## config.mk

```make
export PLATFORM = sky130hd
export DESIGN_NAME = store_queue
export DESIGN_NICKNAME = d
export VERILOG_FILES = /design/src/rtl/stq_pkg.sv /design/src/rtl/stq_retire_gate.sv /design/src/rtl/stq_entry.sv /design/src/rtl/store_queue.sv
export SDC_FILE = /design/constraint.sdc
export NUM_CORES = 1
export LEC_CHECK = 0
export ABC_AREA = 1
export BUFFER_PORTS_ARGS = -buffer_cell sky130_fd_sc_hd__buf_2
export CORE_UTILIZATION = 24
export DETAILED_ROUTE_END_ITERATION = 7
export PLACE_DENSITY = 0.51
export SLEW_MARGIN = 20
export SYNTH_ARGS = -nofsm -noshare
export SYNTH_HDL_FRONTEND = slang
export SYNTH_SLANG_ARGS = --single-unit
```

## constraint.sdc

```tcl
create_clock -name clk -period 8.8 [get_ports clk]
set_input_delay 2.64 -clock clk [delete_from_list [all_inputs] [get_ports clk]]
set_output_delay 2.64 -clock clk [all_outputs]
set_load 0.05 [all_outputs]
```

## src/rtl/stq_pkg.sv

```systemverilog
package stq_pkg;
   localparam int STQ_NUM_RET = 3;

   typedef struct packed {
      logic vld;
      logic a_vld;
      logic p_vld;
      logic d_vld;
      logic sen_a;
      logic sen_d;
   } stq_flags_t;

   // Retirement must stay contiguous from the oldest pointer (bit 0).
   function automatic logic ret_pattern_ok(input logic [STQ_NUM_RET-1:0] rdy);
      return (rdy == 3'b001) || (rdy == 3'b011) || (rdy == 3'b111);
   endfunction
endpackage

```

## src/rtl/stq_retire_gate.sv

```systemverilog
module stq_retire_gate
   import stq_pkg::*;
(
   input  logic [STQ_NUM_RET-1:0] ret_rdy,
   output logic [STQ_NUM_RET-1:0] ret_en
);
   always_comb begin
      ret_en = ret_pattern_ok(ret_rdy) ? ret_rdy : '0;
   end
endmodule

```

## src/rtl/stq_entry.sv

```systemverilog
module stq_entry
   import stq_pkg::*;
#(
   parameter int TAG_W  = 7,
   parameter int ADDR_W = 12,
   parameter int PTAG_W = 20,
   parameter int DATA_W = 32
) (
   input  logic                         clk,
   input  logic                         rst_n,
   input  logic                         alloc_we,
   input  logic [TAG_W-1:0]             alloc_tag,
   input  logic                         sta_we,
   input  logic [ADDR_W-1:0]            sta_addr,
   input  logic                         tlb_we,
   input  logic [PTAG_W-1:0]            tlb_ptag,
   input  logic                         std_we,
   input  logic [DATA_W-1:0]            std_data,
   input  logic [STQ_NUM_RET*TAG_W-1:0] ret_tags,
   input  logic [STQ_NUM_RET-1:0]       ret_en,
   input  logic                         kill_spec,
   input  logic                         drain_clr,
   output stq_flags_t                   flags_o,
   output logic [ADDR_W-1:0]            addr_o,
   output logic [PTAG_W-1:0]            ptag_o,
   output logic [DATA_W-1:0]            data_o
);
   stq_flags_t        flags_q;
   logic [TAG_W-1:0]  tag_q;
   logic              hit;

   always_comb begin
      hit = 1'b0;
      for (int r = 0; r < STQ_NUM_RET; r++) begin
         if (ret_en[r] && (ret_tags[r*TAG_W +: TAG_W] == tag_q)) hit = 1'b1;
      end
   end

   always_ff @(posedge clk) begin
      if (!rst_n) begin
         flags_q <= '0;
         tag_q   <= '0;
      end else if (alloc_we) begin
         flags_q     <= '0;
         flags_q.vld <= 1'b1;
         tag_q       <= alloc_tag;
      end else if (drain_clr || (kill_spec && !flags_q.sen_a)) begin
         flags_q <= '0;
      end else if (flags_q.vld) begin
         if (sta_we) flags_q.a_vld <= 1'b1;
         if (tlb_we) flags_q.p_vld <= 1'b1;
         if (std_we) flags_q.d_vld <= 1'b1;
         if (hit && !flags_q.sen_a) begin
            flags_q.sen_a <= 1'b1;
            flags_q.sen_d <= 1'b1;
         end
      end
   end

   always_ff @(posedge clk) begin
      if (sta_we) addr_o <= sta_addr;
      if (tlb_we) ptag_o <= tlb_ptag;
      if (std_we) data_o <= std_data;
   end

   assign flags_o = flags_q;
endmodule

```

## src/rtl/store_queue.sv

```systemverilog
module store_queue
   import stq_pkg::*;
#(
   parameter int DEPTH  = 8,
   parameter int TAG_W  = 7,
   parameter int ADDR_W = 12,
   parameter int PTAG_W = 20,
   parameter int DATA_W = 32,
   localparam int IDX_W = $clog2(DEPTH)
) (
   input  logic              clk,
   input  logic              rst_n,
   input  logic              alloc_req,
   input  logic              alloc_ext_avail,
   input  logic [TAG_W-1:0]  alloc_rob_tag,
   output logic              alloc_ok,
   output logic [IDX_W-1:0]  alloc_id,
   input  logic              sta_wr_en,
   input  logic [IDX_W-1:0]  sta_wr_id,
   input  logic [ADDR_W-1:0] sta_wr_addr,
   input  logic              tlb_wr_en,
   input  logic [IDX_W-1:0]  tlb_wr_id,
   input  logic [PTAG_W-1:0] tlb_wr_ptag,
   input  logic              std_wr_en,
   input  logic [IDX_W-1:0]  std_wr_id,
   input  logic [DATA_W-1:0] std_wr_data,
   input  logic [TAG_W-1:0]  ret_tag0,
   input  logic [TAG_W-1:0]  ret_tag1,
   input  logic [TAG_W-1:0]  ret_tag2,
   input  logic [2:0]        ret_rdy,
   output logic              dc_valid,
   input  logic              dc_ready,
   output logic [ADDR_W-1:0] dc_addr,
   output logic [PTAG_W-1:0] dc_ptag,
   output logic [DATA_W-1:0] dc_data,
   input  logic              fence_req,
   output logic              fence_ok,
   input  logic              flush,
   output logic              full,
   output logic              empty
);
   localparam int CNT_W = IDX_W + 1;

   if (DEPTH < 2 || (DEPTH & (DEPTH - 1)) != 0) begin : g_bad_depth
      $error("store_queue: DEPTH must be a power of two, at least 2");
   end
   if (TAG_W < 1 || ADDR_W < 1 || PTAG_W < 1 || DATA_W < 1) begin : g_bad_width
      $error("store_queue: field widths must be positive");
   end

   logic [IDX_W-1:0]        head, tail;
   logic [CNT_W-1:0]        cnt, sen_cnt;
   logic [STQ_NUM_RET-1:0]  ret_en;
   stq_flags_t              ent_flags [DEPTH];
   logic [ADDR_W-1:0]       ent_addr  [DEPTH];
   logic [PTAG_W-1:0]       ent_ptag  [DEPTH];
   logic [DATA_W-1:0]       ent_data  [DATA_W > 0 ? DEPTH : 1];
   logic [DEPTH-1:0]        vld_vec, sen_a_vec, sen_d_vec;
   stq_flags_t              hd;
   logic                    drain;

   stq_retire_gate u_gate (.ret_rdy(ret_rdy), .ret_en(ret_en));

   for (genvar i = 0; i < DEPTH; i++) begin : g_ent
      stq_entry #(.TAG_W(TAG_W), .ADDR_W(ADDR_W), .PTAG_W(PTAG_W), .DATA_W(DATA_W)) u_ent (
         .clk       (clk),
         .rst_n     (rst_n),
         .alloc_we  (alloc_ok && (tail == IDX_W'(i))),
         .alloc_tag (alloc_rob_tag),
         .sta_we    (sta_wr_en && (sta_wr_id == IDX_W'(i))),
         .sta_addr  (sta_wr_addr),
         .tlb_we    (tlb_wr_en && (tlb_wr_id == IDX_W'(i))),
         .tlb_ptag  (tlb_wr_ptag),
         .std_we    (std_wr_en && (std_wr_id == IDX_W'(i))),
         .std_data  (std_wr_data),
         .ret_tags  ({ret_tag2, ret_tag1, ret_tag0}),
         .ret_en    (ret_en),
         .kill_spec (flush),
         .drain_clr (drain && (head == IDX_W'(i))),
         .flags_o   (ent_flags[i]),
         .addr_o    (ent_addr[i]),
         .ptag_o    (ent_ptag[i]),
         .data_o    (ent_data[i])
      );
      assign vld_vec[i]   = ent_flags[i].vld;
      assign sen_a_vec[i] = ent_flags[i].sen_a;
      assign sen_d_vec[i] = ent_flags[i].sen_d;
   end

   always_comb begin
      sen_cnt = '0;
      for (int i = 0; i < DEPTH; i++) sen_cnt = sen_cnt + CNT_W'(sen_a_vec[i]);
   end

   assign full     = (cnt == CNT_W'(DEPTH));
   assign empty    = (cnt == '0);
   assign alloc_ok = alloc_req && alloc_ext_avail && !full && !flush;
   assign alloc_id = tail;
   assign fence_ok = fence_req && empty;

   assign hd       = ent_flags[head];
   assign dc_valid = hd.vld && hd.sen_a && hd.sen_d && hd.a_vld && hd.p_vld && hd.d_vld;
   assign dc_addr  = ent_addr[head];
   assign dc_ptag  = ent_ptag[head];
   assign dc_data  = ent_data[head];
   assign drain    = dc_valid && dc_ready;

   always_ff @(posedge clk) begin
      if (!rst_n) begin
         head <= '0;
         tail <= '0;
         cnt  <= '0;
      end else begin
         head <= head + IDX_W'(drain);
         if (flush) begin
            tail <= head + sen_cnt[IDX_W-1:0];
            cnt  <= sen_cnt - CNT_W'(drain);
         end else begin
            tail <= tail + IDX_W'(alloc_ok);
            cnt  <= cnt + CNT_W'(alloc_ok) - CNT_W'(drain);
         end
      end
   end
endmodule

```

# == Word level (Yosys, flattened, before mapping) ==
# Cells that the tools add are included.
# classes
addsub,13
n_lt_le_gt_ge,1
eq_ne,63
n_mux,103
n_bitwise,2
reduce_logical,164
# op_table
cell,n
7-bit equality test,24
32-bit binary-select mux with 3-bit select,1
1-bit logical AND,90
5-bit two-way mux,16
32-bit two-way mux,2
2-bit AND reduction,32
"3-bit equality test, second input constant",21
20-bit binary-select mux with 3-bit select,1
6-bit two-way mux,10
1-bit two-way mux,56
20-bit two-way mux,2
12-bit binary-select mux with 3-bit select,1
"3-bit by 2-bit equality test with 1-bit output, second input constant",11
12-bit two-way mux,2
3-bit OR reduction,8
4-bit by 1-bit adder with 4-bit output,5
6-bit binary-select mux with 3-bit select,1
"3-bit by 1-bit equality test with 1-bit output, second input constant",6
2-bit two-way mux,8
2-bit nonzero test,8
3-bit logical NOT,5
1-bit logical NOT,10
1-bit logical OR,10
4-bit by 1-bit subtractor with 4-bit output,2
other kinds (12),14
# totals
reg_bits,618

# == Logic depth before layout (Yosys ltp) ==
# logic_depth
word_depth,14
ltp_mapped,18

# == Cells and area by module ==
# A second synthesis with hierarchy kept.
# hier_totals
hier_cells,2677
hier_area_um2,27238.6
# by_module_without_submodules
mod,instances,cells_each,area_each_um2,seq_area_each_um2
stq_entry,8,207,2726.4,2162.1
store_queue,1,1014,5400.2,200.2
stq_retire_gate,1,7,27.5,0.0

# == Least setup slack after synthesis ==
# OpenSTA, ideal clock, no wires.
# synth_timing
path_type,input -> output
startpoint,input port flush
endpoint,output port alloc_ok
arrival_ps,3242
t_required_ps,6160
path_slack_ps,2918
path_stages,4
path_cell_list,buf_6 -> clkinv_4 -> nand3_4 -> nor2_8
# synth_between
elab_chain_cells,2
# synth_rtl
element,line,source
from (decl),store_queue.sv:38,"input logic flush,"
1-bit logical NOT,store_queue.sv:97,assign alloc_ok = alloc_req && alloc_ext_avail && !full && !flush;
1-bit logical AND,store_queue.sv:97,
to (decl),store_queue.sv:16,"output logic alloc_ok,"
# Every way passes these cells.

# == Final worst setup path ==
# layout_timing
startpoint,register head[0]
endpoint,output port dc_data[13]
# layout_between
elab_chain_cells,4
# layout_rtl
element,line,source
from (decl),store_queue.sv:51,"logic [IDX_W-1:0] head, tail;"
from (signal assigned),store_queue.sv:114,head <= head + IDX_W'(drain);
3-bit inverter with 4-bit output (implied by the code),store_queue.sv:105,assign dc_data = ent_data[head];
32-bit binary-select mux with 3-bit select,store_queue.sv:105,
32-bit two-way mux (implied by the code) (2 in series),store_queue.sv:105,
to (decl),store_queue.sv:35,"output logic [DATA_W-1:0] dc_data,"
# Every way passes these cells. The select of a mux whose other input is x is not followed.

==> flow_results.org <==
** CTS
- Cell at the root of the clock tree :: sky130_fd_sc_hd__clkbuf_16
- Clock Sinks :: 618
- Worst-skew pair later-pin latency :: 0.63 ns
- Number of setup buffers added after CTS :: 0
- Counting the buffers created by CTS gives 71.
- After clock tree synthesis, the clock-pin slew on the worst setup and hold paths is ~0.060 ns.
- After clock tree synthesis, the flow added hold-fix buffers numbering 0.
- Maximum root-to-sink buffer count :: 3
- Post-CTS repair changed the size of 0 cells.
- Number of levels in the clock H-tree :: 3
- TritonCTS built the clock tree.

** GRT
- GRT overflow :: 0
- The number of global-route vias before repair came to 16200.
- Global routing used between 2 and 3% of the available met3 tracks.
- For this run, global-route usage on met1 was measured as ~18%.
- Met2 track demand over resource in global routing :: 20.1%
- Global-route wire length before repair :: around 100000 microns
- Entering global routing, the biggest net connects 133 pins.
- GRT busiest layer :: met2
- The number of antenna violations at the first check in global routing was 15.
- Global routing consumed, over all layers together, 13.0% of the routing resources.

** STA
- At the pin with the least slew margin, the transition time is 1.06 ns.
- The number of endpoints with negative hold slack in the final report was 0.
- Setup violations remaining at the end of the flow were counted as 0.
- Part of the cycle the worst path needs :: 71.9%
- Final-report max-slew violation count :: 0
- Highest clock rate :: 0.158 GHz
- Total Negative Setup Slacks :: 0 ns
- Post-route minimum period :: 6.33 ns
- Setup repair after global routing left no endpoint under its margin.
- Clock skew on the completed layout was measured at 0.0245 ns.
- The worst pin sits at a relative slew slack of 29.1%.

** Hold path
- The path with the worst hold slack has its endpoint at g_ent[7].u_ent.flags_o[4].
- Class of the tightest hold or removal check :: reg -> reg
- Min-Delay Path Depth :: 2
- In this run the most critical hold path is launched from g_ent[7].u_ent.flags_o[4].

** Critical path
- Buffer and inverter count on the worst path :: 3
- The worst register-to-register path begins at head[0].
- On the critical path, the stage with the largest delay is an instance of sky130_fd_sc_hd__dfxtp_1.
- Number of cells on the worst reg-to-reg path :: 16
- Cell depth of the worst setup path :: 8
- The signal on the critical path passes through nand2_1 -> inv_6 -> buf_4 -> nand2_1 -> nand4_1 -> nor2_1 -> a31oi_1 -> buf_2.
- CP startpoint kind :: register
- Internal reg-to-reg setup slack :: roughly 4.6 ns
- Endpoint of the most critical register-to-register path :: cnt[2]
- Req. time, crit path :: 6.16 ns
- The worst setup path is of the reg -> out kind.
- Kind of end point of the critical path :: output port
- Largest delay contributor family on the critical path :: buffers and inverters
- On the worst path, the slowest cell contributes a delay of ~0.74 ns.
- STA puts the critical path data arrival time at 3.69 ns.
- Maximum net fanout on the critical path :: 54
- Among the stages of the critical path, the cell type that occurs most often is sky130_fd_sc_hd__nand2_1.

** Yosys
- Most frequently used flop master after synthesis :: sky130_fd_sc_hd__edfxtp_1
- For this run, the number of Yosys warnings is 0.
- The netlist uses around 50 different library cells.
- Of all cell types, the one taking the most synthesized area is sky130_fd_sc_hd__edfxtp_1.
- Mean instance size in the synthesized netlist :: 11.9 sq um
- Sequential cell area fraction in the yosys report :: 67.6%
- Synthesis produced 2168 cells.
- Counting flops with a built-in enable in the synthesized netlist gives just over 500.
- Post-synthesis sequential element count :: between 600 and 700
- Post-Synthesis Net Count :: 2304
- Leading cell types by total area after synthesis :: sky130_fd_sc_hd__edfxtp_1, sky130_fd_sc_hd__dfxtp_1, sky130_fd_sc_hd__nand2_1, sky130_fd_sc_hd__a22oi_1, sky130_fd_sc_hd__xnor2_1
- After synthesis, the largest area contributor takes up 59.4% of total cell area.
- Fraction of registers with async set/reset :: 0%
- Netlist area before placement :: 0.0259 sq mm

** Die
- The floorplan has 120 rows.
- Width of the die :: ~330 microns
- Number of I/O pins :: 186
- The initial utilization of the core area, before any placement, comes to 24.2%.
- Area inside the core boundary :: 0.107 sq mm
- In this run the vertical extent of the chip is 330 microns.
- The floorplan step defined a die boundary enclosing 0.109 sq mm.

** Power
- For this design the static power due to leakage is roughly 11 nW.
- For this design the ratio of total power to cell area is 212 mW/mm^2.
- IR drop worst, VDD :: approximately 130 uV

** Layout
- Total number of nets in the final design :: 2488
- Filler cells :: 11000
- Area growth syn-to-layout :: 18.8%
- Ratio of cells with drive above 1 in the final layout :: 15.3%
- The finished layout holds 3815 standard cells, fillers aside.

** Routing
- Number of vias per cell :: 4.40
- After detailed routing, the average wire length per cell comes to 18.7 microns.
- Wire length after detailed routing :: 71400 microns
- Detailed-route via count :: 16800
- Number of antenna-violating nets in the routed design :: 0
- First-pass DRT Iterations :: 5
- The detailed router finished its first iteration with 1159 violations.
- After detailed routing, the number of remaining DRC violations is 0.

** Placed design
- Routability-driven placement finished with a final weighted congestion of 0.797.
- In this run, placement finished with an instance count of about 3700.
- Input and output buffers added on the ports amount to 185.
- HPWL Detailed :: 43100 microns

** Outcome
- Outcome :: finished clean

** Job
- The tool flagged a number of max-cap violations equal to 0.
==> report_power, final <==
| group | internal [mW] | switching [mW] | leakage [nW] | total, mW |
|---|---|---|---|---|
| logic | 0.0846 | 0.217 | 4.07 | 0.302 |
| registers | 3.25 | 0.0240 | 5.51 | 3.27 |
| clock network | 1.74 | 1.20 | 1.13 | 2.93 |
==> stage by stage <==
stage / setup WS, ns / instance area (sq um) / hold WS, ns / power [mW] / utilization [%]
6_report: 2.47 / 30700 / 0.480 / 6.51 / 28.8
5_1_grt: 2.12 / 30700 / 0.500 / 6.74 / 28.8
4_1_cts: 2.32 / 30700 / 0.483 / 6.60 / 28.8
3_5_place_dp: 2.50 / 28400 / 0.469 / 3.64 / 26.6
3_3_place_gp: 2.52 / 28400 / 0.467 / 3.64 / 26.6
2_1_floorplan: 2.92 / 25900 / 0.451 / 3.51 / -
==> layout make-up <==
cell class	count	area [sq um]	area share, %
antenna	3	7.51	0.0244
clock buffer	92	1930	6.27
clock inverter	38	387	1.26
inverter	109	419	1.36
multi-input combinational	1331	7540	24.5
sequential	618	17500	56.9
tap	1403	1760	5.71
timing repair buffer	221	1210	3.93
==> cell usage in the layout, fill, tap and decap left out, drive strengths merged <==
master	n
a211oi	22
a21boi	2
a21o	5
a21oi	27
a22oi	107
a31o	4
a31oi	43
a41oi	21
and2	2
buf	221
bufinv	6
clkbuf	92
clkinv	28
clkinvlp	2
dfxtp	106
diode	3
edfxtp	512
fa	6
ha	16
inv	111
nand2	441
nand3	144
nand4	53
nor2	190
nor3	10
nor3b	2
o21ai	54
o221ai	2
o22ai	8
or2	7
xnor2	87
xor2	78
==> worst min-delay path: cells and delay by family (launching register included) <==
| family | cells | cell delay (ns) |
|---|---|---|
| AO/OA/AOI/OAI | 1 | 0.04 |
| AND/OR/NAND/NOR | 1 | 0.08 |
| flip-flops | 1 | 0.32 |
==> sequential cells by signal, summed over array words and instances, names as in the netlist <==
register,cells
g_ent.u_ent.flags_o,40
g_ent.u_ent.addr_o,96
head,3
g_ent.u_ent.ptag_o,160
alloc_id,3
g_ent.u_ent.tag_q,56
g_ent.u_ent.data_o,256
cnt,4
==> Yosys cell counts, types with 2 or more instances <==
cell type,n
sky130_fd_sc_hd__inv_1,106
sky130_fd_sc_hd__clkbuf_1,39
sky130_fd_sc_hd__a41oi_1,21
sky130_fd_sc_hd__and2_1,2
sky130_fd_sc_hd__buf_2,63
sky130_fd_sc_hd__nand2_1,438
sky130_fd_sc_hd__nand3_1,142
sky130_fd_sc_hd__xor2_1,78
sky130_fd_sc_hd__nor3_1,9
sky130_fd_sc_hd__o21ai_1,20
sky130_fd_sc_hd__a22oi_1,107
sky130_fd_sc_hd__buf_4,5
sky130_fd_sc_hd__a21oi_1,25
sky130_fd_sc_hd__nor2_1,187
sky130_fd_sc_hd__a21oi_2,2
sky130_fd_sc_hd__o221ai_1,2
sky130_fd_sc_hd__dfxtp_1,106
sky130_fd_sc_hd__nand2_2,3
sky130_fd_sc_hd__o21ai_0,30
sky130_fd_sc_hd__o22ai_1,8
sky130_fd_sc_hd__o21ai_2,4
sky130_fd_sc_hd__fa_1,6
sky130_fd_sc_hd__a21o_1,5
sky130_fd_sc_hd__or2_1,4
sky130_fd_sc_hd__a31o_2,4
sky130_fd_sc_hd__nand4_1,49
sky130_fd_sc_hd__edfxtp_1,512
sky130_fd_sc_hd__a31oi_1,43
sky130_fd_sc_hd__ha_1,16
sky130_fd_sc_hd__a211oi_1,22
sky130_fd_sc_hd__or2_2,3
sky130_fd_sc_hd__xnor2_1,87
sky130_fd_sc_hd__nand4_4,4
==> layer usage <==
metal  vias up  share of wire [%]
met2       405                 45
met4        18                1.8
li1       8074                  -
met3        95                6.3
met5         -               0.16
met1      8187                 47
==> cell families after synthesis <==
family                     synth area share, %
and+or+nand+nor                           14.2
DFF                                       67.6
AOI/OAI and AO/OA                         7.75
buffers and inverters                     3.61
xor gates and xnor gates                  5.58
adders and majority gates                 1.24
==> worst max path at each step <==
stage,slack (ns),end,from
floorplan,2.92,alloc_ok,flush
global placement,2.52,alloc_ok,flush
detailed placement,2.50,alloc_ok,flush
CTS,2.32,dc_data[13],head[0]
global route,2.12,dc_data[31],head[1]
finish,2.47,dc_data[13],head[0]
Power figures use the tool's default switching activity.
